[src/rtl/rob_pkg.sv]
package rob_pkg;

    parameter int DATA_W = 32;
    parameter int ADDR_W = 32;

    typedef enum logic [1:0] {
        KIND_REG    = 2'b00,
        KIND_STORE  = 2'b01,
        KIND_BRANCH = 2'b10
    } kind_t;

    // One slot of the ring. dest holds a register index for register
    // writes and the memory address for stores (filled at completion).
    typedef struct packed {
        kind_t             kind;
        logic [ADDR_W-1:0] dest;
        logic [DATA_W-1:0] value;
        logic              ready;
        logic              excp;
    } rob_entry_t;

    function automatic logic is_reg_write(input kind_t k);
        return k == KIND_REG;
    endfunction

    function automatic logic is_store(input kind_t k);
        return k == KIND_STORE;
    endfunction

endpackage

[src/rtl/rob_ptrs.sv]
module rob_ptrs #(
    parameter  int ENTRIES = 8,
    localparam int IDX_W   = $clog2(ENTRIES),
    localparam int CNT_W   = IDX_W + 1
) (
    input  logic             clk,
    input  logic             rst,
    input  logic             alloc,
    input  logic             advance,
    input  logic             flush,
    input  logic [IDX_W-1:0] flush_tag,
    input  logic             clear_all,
    output logic [IDX_W-1:0] head,
    output logic [IDX_W-1:0] tail,
    output logic [CNT_W-1:0] count,
    output logic             full,
    output logic             empty
);

    logic [IDX_W-1:0] head_n;
    logic [IDX_W-1:0] tail_n;
    logic [CNT_W-1:0] count_n;
    logic [IDX_W-1:0] flush_age;

    assign flush_age = flush_tag - head;

    always_comb begin
        head_n  = head;
        tail_n  = tail;
        count_n = count;
        if (clear_all) begin
            head_n  = '0;
            tail_n  = '0;
            count_n = '0;
        end else begin
            if (advance) begin
                head_n = head + 1'b1;
            end
            if (flush) begin
                tail_n  = flush_tag + 1'b1;
                count_n = CNT_W'(flush_age) + 1'b1 - CNT_W'(advance);
            end else begin
                if (alloc) begin
                    tail_n = tail + 1'b1;
                end
                count_n = count + CNT_W'(alloc) - CNT_W'(advance);
            end
        end
    end

    always_ff @(posedge clk) begin
        if (rst) begin
            head  <= '0;
            tail  <= '0;
            count <= '0;
        end else begin
            head  <= head_n;
            tail  <= tail_n;
            count <= count_n;
        end
    end

    assign full  = (count == CNT_W'(ENTRIES));
    assign empty = (count == '0);

    // occupancy never exceeds the ring size
    a_r1_count_bound: assert property (@(posedge clk) disable iff (rst)
        count <= CNT_W'(ENTRIES));

    // the tail always sits count slots past the head
    a_r1_ptr_track: assert property (@(posedge clk) disable iff (rst)
        tail == IDX_W'(head + count[IDX_W-1:0]));

    // a flush places the tail directly behind the branch
    a_r4_flush_tail: assert property (@(posedge clk) disable iff (rst)
        (flush && !clear_all) |=> tail == IDX_W'($past(flush_tag) + 1'b1));

endmodule

[src/rtl/rob_store.sv]
module rob_store
    import rob_pkg::*;
#(
    parameter  int ENTRIES = 8,
    localparam int IDX_W   = $clog2(ENTRIES)
) (
    input  logic              clk,
    input  logic              rst,
    input  logic              alloc,
    input  logic [IDX_W-1:0]  alloc_idx,
    input  kind_t             alloc_kind,
    input  logic [ADDR_W-1:0] alloc_dest,
    input  logic              cmp_valid,
    input  logic [IDX_W-1:0]  cmp_idx,
    input  logic [DATA_W-1:0] cmp_value,
    input  logic [ADDR_W-1:0] cmp_addr,
    input  logic              cmp_excp,
    input  logic [IDX_W-1:0]  rd_a_idx,
    output rob_entry_t        rd_a,
    input  logic [IDX_W-1:0]  rd_b_idx,
    output rob_entry_t        rd_b
);

    rob_entry_t slot [ENTRIES];

    for (genvar i = 0; i < ENTRIES; i++) begin : g_slot
        always_ff @(posedge clk) begin
            if (rst) begin
                slot[i] <= '0;
            end else if (alloc && alloc_idx == IDX_W'(i)) begin
                slot[i] <= '{kind: alloc_kind, dest: alloc_dest,
                             value: '0, ready: 1'b0, excp: 1'b0};
            end else if (cmp_valid && cmp_idx == IDX_W'(i)) begin
                slot[i].value <= cmp_value;
                slot[i].ready <= 1'b1;
                slot[i].excp  <= cmp_excp;
                if (is_store(slot[i].kind)) begin
                    slot[i].dest <= cmp_addr;
                end
            end
        end
    end

    assign rd_a = slot[rd_a_idx];
    assign rd_b = slot[rd_b_idx];

    // a completion leaves its slot ready and holding the result
    a_r2_completion_lands: assert property (@(posedge clk) disable iff (rst)
        (cmp_valid && !(alloc && alloc_idx == cmp_idx)) |=>
            (slot[$past(cmp_idx)].ready && slot[$past(cmp_idx)].value == $past(cmp_value)));

endmodule

[src/rtl/rob_alias.sv]
module rob_alias #(
    parameter  int ENTRIES  = 8,
    parameter  int NUM_AREG = 16,
    localparam int IDX_W    = $clog2(ENTRIES),
    localparam int CNT_W    = IDX_W + 1,
    localparam int AREG_W   = $clog2(NUM_AREG)
) (
    input  logic              clk,
    input  logic              rst,
    input  logic              clear_all,
    input  logic              set_en,
    input  logic [AREG_W-1:0] set_reg,
    input  logic [IDX_W-1:0]  set_tag,
    input  logic              drop_en,
    input  logic [AREG_W-1:0] drop_reg,
    input  logic [IDX_W-1:0]  drop_tag,
    input  logic              flush,
    input  logic [IDX_W-1:0]  flush_tag,
    input  logic [IDX_W-1:0]  head,
    input  logic [CNT_W-1:0]  count,
    input  logic [AREG_W-1:0] look_reg,
    output logic              look_pend,
    output logic [IDX_W-1:0]  look_tag
);

    logic              pend [NUM_AREG];
    logic [IDX_W-1:0]  map  [NUM_AREG];
    logic [IDX_W-1:0]  flush_age;

    assign flush_age = flush_tag - head;

    for (genvar r = 0; r < NUM_AREG; r++) begin : g_reg
        logic [IDX_W-1:0] age_r;
        assign age_r = map[r] - head;

        always_ff @(posedge clk) begin
            if (rst || clear_all) begin
                pend[r] <= 1'b0;
                map[r]  <= '0;
            end else if (set_en && set_reg == AREG_W'(r)) begin
                pend[r] <= 1'b1;
                map[r]  <= set_tag;
            end else if (flush && pend[r] && (age_r > flush_age)) begin
                pend[r] <= 1'b0;
            end else if (drop_en && drop_reg == AREG_W'(r) && map[r] == drop_tag) begin
                pend[r] <= 1'b0;
            end
        end

        // a pending mapping always names an occupied slot
        a_r6_map_live: assert property (@(posedge clk) disable iff (rst)
            pend[r] |-> (CNT_W'(age_r) < count));
    end

    assign look_pend = pend[look_reg];
    assign look_tag  = map[look_reg];

endmodule

[src/rtl/rob_core.sv]
module rob_core
    import rob_pkg::*;
#(
    parameter  int ENTRIES  = 8,
    parameter  int NUM_AREG = 16,
    localparam int IDX_W    = $clog2(ENTRIES),
    localparam int CNT_W    = IDX_W + 1,
    localparam int AREG_W   = $clog2(NUM_AREG)
) (
    input  logic              clk,
    input  logic              rst,
    input  logic              disp_valid,
    input  logic [1:0]        disp_kind,
    input  logic [AREG_W-1:0] disp_reg,
    output logic              disp_ready,
    output logic [IDX_W-1:0]  disp_tag,
    input  logic              cmp_valid,
    input  logic [IDX_W-1:0]  cmp_tag,
    input  logic [DATA_W-1:0] cmp_value,
    input  logic [ADDR_W-1:0] cmp_addr,
    input  logic              cmp_excp,
    input  logic              flush_valid,
    input  logic [IDX_W-1:0]  flush_tag,
    input  logic [AREG_W-1:0] look_reg,
    output logic              look_pend,
    output logic [IDX_W-1:0]  look_tag,
    output logic              look_ready,
    output logic [DATA_W-1:0] look_value,
    output logic              ret_valid,
    output logic [IDX_W-1:0]  ret_tag,
    output logic              exc_valid,
    output logic              rf_we,
    output logic [AREG_W-1:0] rf_reg,
    output logic [DATA_W-1:0] rf_data,
    output logic              mem_we,
    output logic [ADDR_W-1:0] mem_addr,
    output logic [DATA_W-1:0] mem_data
);

    logic [IDX_W-1:0] head;
    logic [IDX_W-1:0] tail;
    logic [CNT_W-1:0] count;
    logic             full;
    logic             empty;
    rob_entry_t       head_ent;
    rob_entry_t       look_ent;
    kind_t            new_kind;
    logic             head_ok;
    logic             exc_now;
    logic             commit;
    logic             alloc;
    logic             flush_eff;

    assign new_kind   = kind_t'(disp_kind);
    assign head_ok    = !empty && head_ent.ready;
    assign exc_now    = head_ok && head_ent.excp;
    assign commit     = head_ok && !head_ent.excp;
    assign disp_ready = !full && !flush_valid && !exc_now;
    assign alloc      = disp_valid && disp_ready;
    assign flush_eff  = flush_valid && !exc_now;
    assign disp_tag   = tail;

    rob_ptrs #(.ENTRIES(ENTRIES)) u_ptrs (
        .clk       (clk),
        .rst       (rst),
        .alloc     (alloc),
        .advance   (commit),
        .flush     (flush_eff),
        .flush_tag (flush_tag),
        .clear_all (exc_now),
        .head      (head),
        .tail      (tail),
        .count     (count),
        .full      (full),
        .empty     (empty)
    );

    rob_store #(.ENTRIES(ENTRIES)) u_store (
        .clk        (clk),
        .rst        (rst),
        .alloc      (alloc),
        .alloc_idx  (tail),
        .alloc_kind (new_kind),
        .alloc_dest (ADDR_W'(disp_reg)),
        .cmp_valid  (cmp_valid),
        .cmp_idx    (cmp_tag),
        .cmp_value  (cmp_value),
        .cmp_addr   (cmp_addr),
        .cmp_excp   (cmp_excp),
        .rd_a_idx   (head),
        .rd_a       (head_ent),
        .rd_b_idx   (look_tag),
        .rd_b       (look_ent)
    );

    rob_alias #(.ENTRIES(ENTRIES), .NUM_AREG(NUM_AREG)) u_alias (
        .clk       (clk),
        .rst       (rst),
        .clear_all (exc_now),
        .set_en    (alloc && is_reg_write(new_kind)),
        .set_reg   (disp_reg),
        .set_tag   (tail),
        .drop_en   (commit && is_reg_write(head_ent.kind)),
        .drop_reg  (head_ent.dest[AREG_W-1:0]),
        .drop_tag  (head),
        .flush     (flush_eff),
        .flush_tag (flush_tag),
        .head      (head),
        .count     (count),
        .look_reg  (look_reg),
        .look_pend (look_pend),
        .look_tag  (look_tag)
    );

    assign look_ready = look_pend && look_ent.ready;
    assign look_value = look_ent.value;

    assign ret_valid = head_ok;
    assign ret_tag   = head;
    assign exc_valid = exc_now;
    assign rf_we     = commit && is_reg_write(head_ent.kind);
    assign rf_reg    = head_ent.dest[AREG_W-1:0];
    assign rf_data   = head_ent.value;
    assign mem_we    = commit && is_store(head_ent.kind);
    assign mem_addr  = head_ent.dest;
    assign mem_data  = head_ent.value;

    // back-to-back retirements leave in consecutive tag order
    a_r3_in_order: assert property (@(posedge clk) disable iff (rst)
        commit |=> (!ret_valid || ret_tag == IDX_W'($past(ret_tag) + 1'b1)));

    // an exception leaves the buffer empty with the tag reset
    a_r5_exc_empties: assert property (@(posedge clk) disable iff (rst)
        exc_valid |=> (!ret_valid && disp_tag == '0));

endmodule

[config.mk]
export PLATFORM = sky130hd
export DESIGN_NAME = rob_core
export DESIGN_NICKNAME = d
export VERILOG_FILES = /design/src/rtl/rob_pkg.sv /design/src/rtl/rob_ptrs.sv /design/src/rtl/rob_store.sv /design/src/rtl/rob_alias.sv /design/src/rtl/rob_core.sv
export SDC_FILE = /design/constraint.sdc
export NUM_CORES = 1
export LEC_CHECK = 0
export BUFFER_PORTS_ARGS = -buffer_cell sky130_fd_sc_hd__buf_4
export CORE_UTILIZATION = 45
export CTS_BUF_LIST = sky130_fd_sc_hd__clkbuf_4
export DETAILED_ROUTE_END_ITERATION = 16
export GPL_ROUTABILITY_DRIVEN = 1
export PLACE_DENSITY_LB_ADDON = 0.12
export SYNTH_ARGS = -nofsm -noshare
export SYNTH_HDL_FRONTEND = slang
export SYNTH_SLANG_ARGS = --single-unit
[constraint.sdc]
create_clock -name clk -period 9.11 [get_ports clk]
set_input_delay 0.911 -clock clk [delete_from_list [all_inputs] [get_ports clk]]
set_output_delay 0.911 -clock clk [all_outputs]
set_load 0.01 [all_outputs]
==> impl_metrics.env <==
export IMPL_status="completed"
export IMPL_clockBufferDepth=3
export IMPL_avgSynthCellArea_um2=13.2
export IMPL_required_ns=8.20
export IMPL_post_cts_buffers=0
export IMPL_cts_resized=0
export IMPL_drv_slew=0
export IMPL_slew_headroom=0.213
export IMPL_core_rowCount=99
export IMPL_ir_drop_v=0.000133
export IMPL_rsz0062_at_grt="no"
export IMPL_clock_latency_ns=1.05
export IMPL_yosys_warnings=0
export IMPL_tightest_slew_ns=1.18
export IMPL_grt_max_degree=98
export IMPL_stdcell_count=3871
export IMPL_dr_pass1_iters=6
export IMPL_grt_pass1_vias=23700
export IMPL_fin_tns_setup_ns=0
export IMPL_synth_main_ff_cell="edfxtp_1"
export IMPL_ys_seq_elements=621
export IMPL_floorplan_initialDensity=0.458
export IMPL_drv_cap=0
export IMPL_htree_levels=4
export IMPL_path_clk_slew_ns=0.06
export IMPL_drc_errors=0
export IMPL_crit_arrival_ns=4.62
export IMPL_route_antenna_remaining_nets=0
export IMPL_hold_viol_final=0
export IMPL_cts_tree="done"
export IMPL_syn_num_nets=2735
export IMPL_layout_cells_most_common="edfxtp_1"
export IMPL_die_h_um=275
export IMPL_area_delta_synth_final_pct=14.1
export IMPL_overflow=0
export IMPL_pre_cts_ws_ns=3.96
export IMPL_viasPerCell=5.84
export IMPL_layout_common_cells="608 x edfxtp_1, 429 x and2_1, 283 x buf_4, 244 x nand2_1, 244 x clkbuf_4"
export IMPL_cts_sinks=621
export IMPL_die_area_mm2=0.0758
export IMPL_num_vias=22600
export IMPL_fin_util=0.522
export IMPL_start_kind="flip-flop"
export IMPL_leakagePower_uw=0.0151
export IMPL_gp_congestion=0.853
export IMPL_synth_seq_area_share=0.551
export IMPL_syn_area_mm2=0.0336
export IMPL_critPathKind="flip-flop to primary output"
export IMPL_synthArstFlopShare=0
export IMPL_cts_made_buffers=172
export IMPL_synth_cell_types=56
export IMPL_setup_ws_ns=3.58
export IMPL_nets=2980
export IMPL_hpwl_um=56700
export IMPL_crit_fanout=66
export IMPL_core_mm2=0.0735
export IMPL_p_per_area_mw_per_mm2=228
export IMPL_wirelength_um=99600
export IMPL_syn_inst=2539
export IMPL_skew_ns=0.0696
export IMPL_cp_end_kind="primary output"
export IMPL_boundaryPins=234
export IMPL_grt_pass1_wl_um=148000
export IMPL_finalCriticalPeriod_ns=5.53
export IMPL_holdBufCountCts=0
export IMPL_placed_cells=3569
export IMPL_numPortBuffers=233
export IMPL_grtUsageTotal=0.266
export IMPL_wl_per_cell_um=25.7
export IMPL_setup_viol=0
export IMPL_die_width_um=275
export IMPL_root_buffer="clkbuf_4"
export IMPL_drt_iter0_markers=1870
export IMPL_timing_fmax_mhz=181
export IMPL_antenna_found_initial=8
export IMPL_drive_above_1_share=0.283
export IMPL_synth_edf_count=608
export IMPL_post_route_period_util=0.608
export IMPL_worst_hold_path_type="primary input to flip-flop"
## per-layer routing
metal  share of wire  GRT usage
met1            0.40      0.336
met3           0.078     0.0642
met2            0.49      0.446
met4           0.030     0.0965
met5         0.00062          0
## Yosys cell counts (24+ instances only)
library cell / instances / area, um2
buf_2: 31 / 155
and3_1: 172 / 1080
inv_1: 79 / 297
a21oi_1: 24 / 120
edfxtp_1: 608 / 18300
ha_1: 92 / 1150
nand2_1: 249 / 935
and2_1: 429 / 2680
a32o_1: 36 / 360
nor2_1: 56 / 210
clkbuf_1: 126 / 473
buf_4: 39 / 293
a311oi_1: 49 / 429
mux2i_1: 38 / 380
mux4_2: 153 / 3450
a22o_1: 28 / 245
mux2_2: 71 / 800
## per-stage QoR
step / area, um2 / hold slack (ns) / power, uW
floorplan: 33600 / 0.537 / 5360
global placement: 36200 / 0.606 / 6230
detailed placement: 36200 / 0.601 / 6320
CTS: 38400 / 0.0453 / 8830
global route: 38400 / 0.0774 / 9220
finish: 38400 / 0.133 / 8750
## worst max-delay path, stage by stage (launching register included)
cell,delay (ns)
dfxtp_4,1.11
buf_4,0.66
mux4_2,0.44
nand3b_1,0.22
a21oi_1,0.27
inv_1,0.10
nor3_1,0.56
buf_4,0.24
## kinds of logic (layout without fill, tap and decap cells)
logic type,after synthesis,in the layout,synth area share
AND/OR/NAND/NOR,993,993,0.163
adder cells (fa/ha/maj),110,110,0.0450
multiplexers,263,263,0.138
buffers and inverters,293,662,0.0387
XOR/XNOR,40,40,0.0104
flip-flops,621,621,0.551
other,0,4,0
AO/OA/AOI/OAI,219,219,0.0542
## worst paths after layout
| check | start | end | slack (ns) | cells after the start |
|---|---|---|---|---|
| hold / removal | flush_tag[0] | u_ptrs.tail[0] | 0.13 | 2 |
| setup / recovery | flip-flop | mem_we | 3.58 | 7 |
| setup reg to reg | flip-flop | u_store.slot[5][36] | 4.11 | 10 |
| hold reg to reg | u_ptrs.head[1] | flip-flop | 0.60 | 2 |
## area by class of cell
class,count,area [um2]
Timing Repair Buffer,283,2120
Tap cell,959,1200
Fill cell,6371,35100
Multi-Input combinational cell,1625,14000
Clock buffer,244,1830
Sequential cell,621,18500
Antenna cell,4,10.0
Clock inverter,54,312
Inverter,81,307
## sequential cells by signal, indices dropped and copies added, names as in the netlist, named ones only
signal        count
u_ptrs.tail       3
u_store.slot    544
u_alias.pend     16
u_ptrs.count      4
u_alias.map      48
u_ptrs.head       3
## report_power, final
group | internal (uW) | switching [uW] | leakage, uW
registers | 3360 | 156 | 0.00643
clock network | 1270 | 1230 | 0.00127
logic | 1260 | 1470 | 0.00744
total | 5890 | 2860 | 0.0151
No activity file was read; power rests on OpenSTA's default activity.
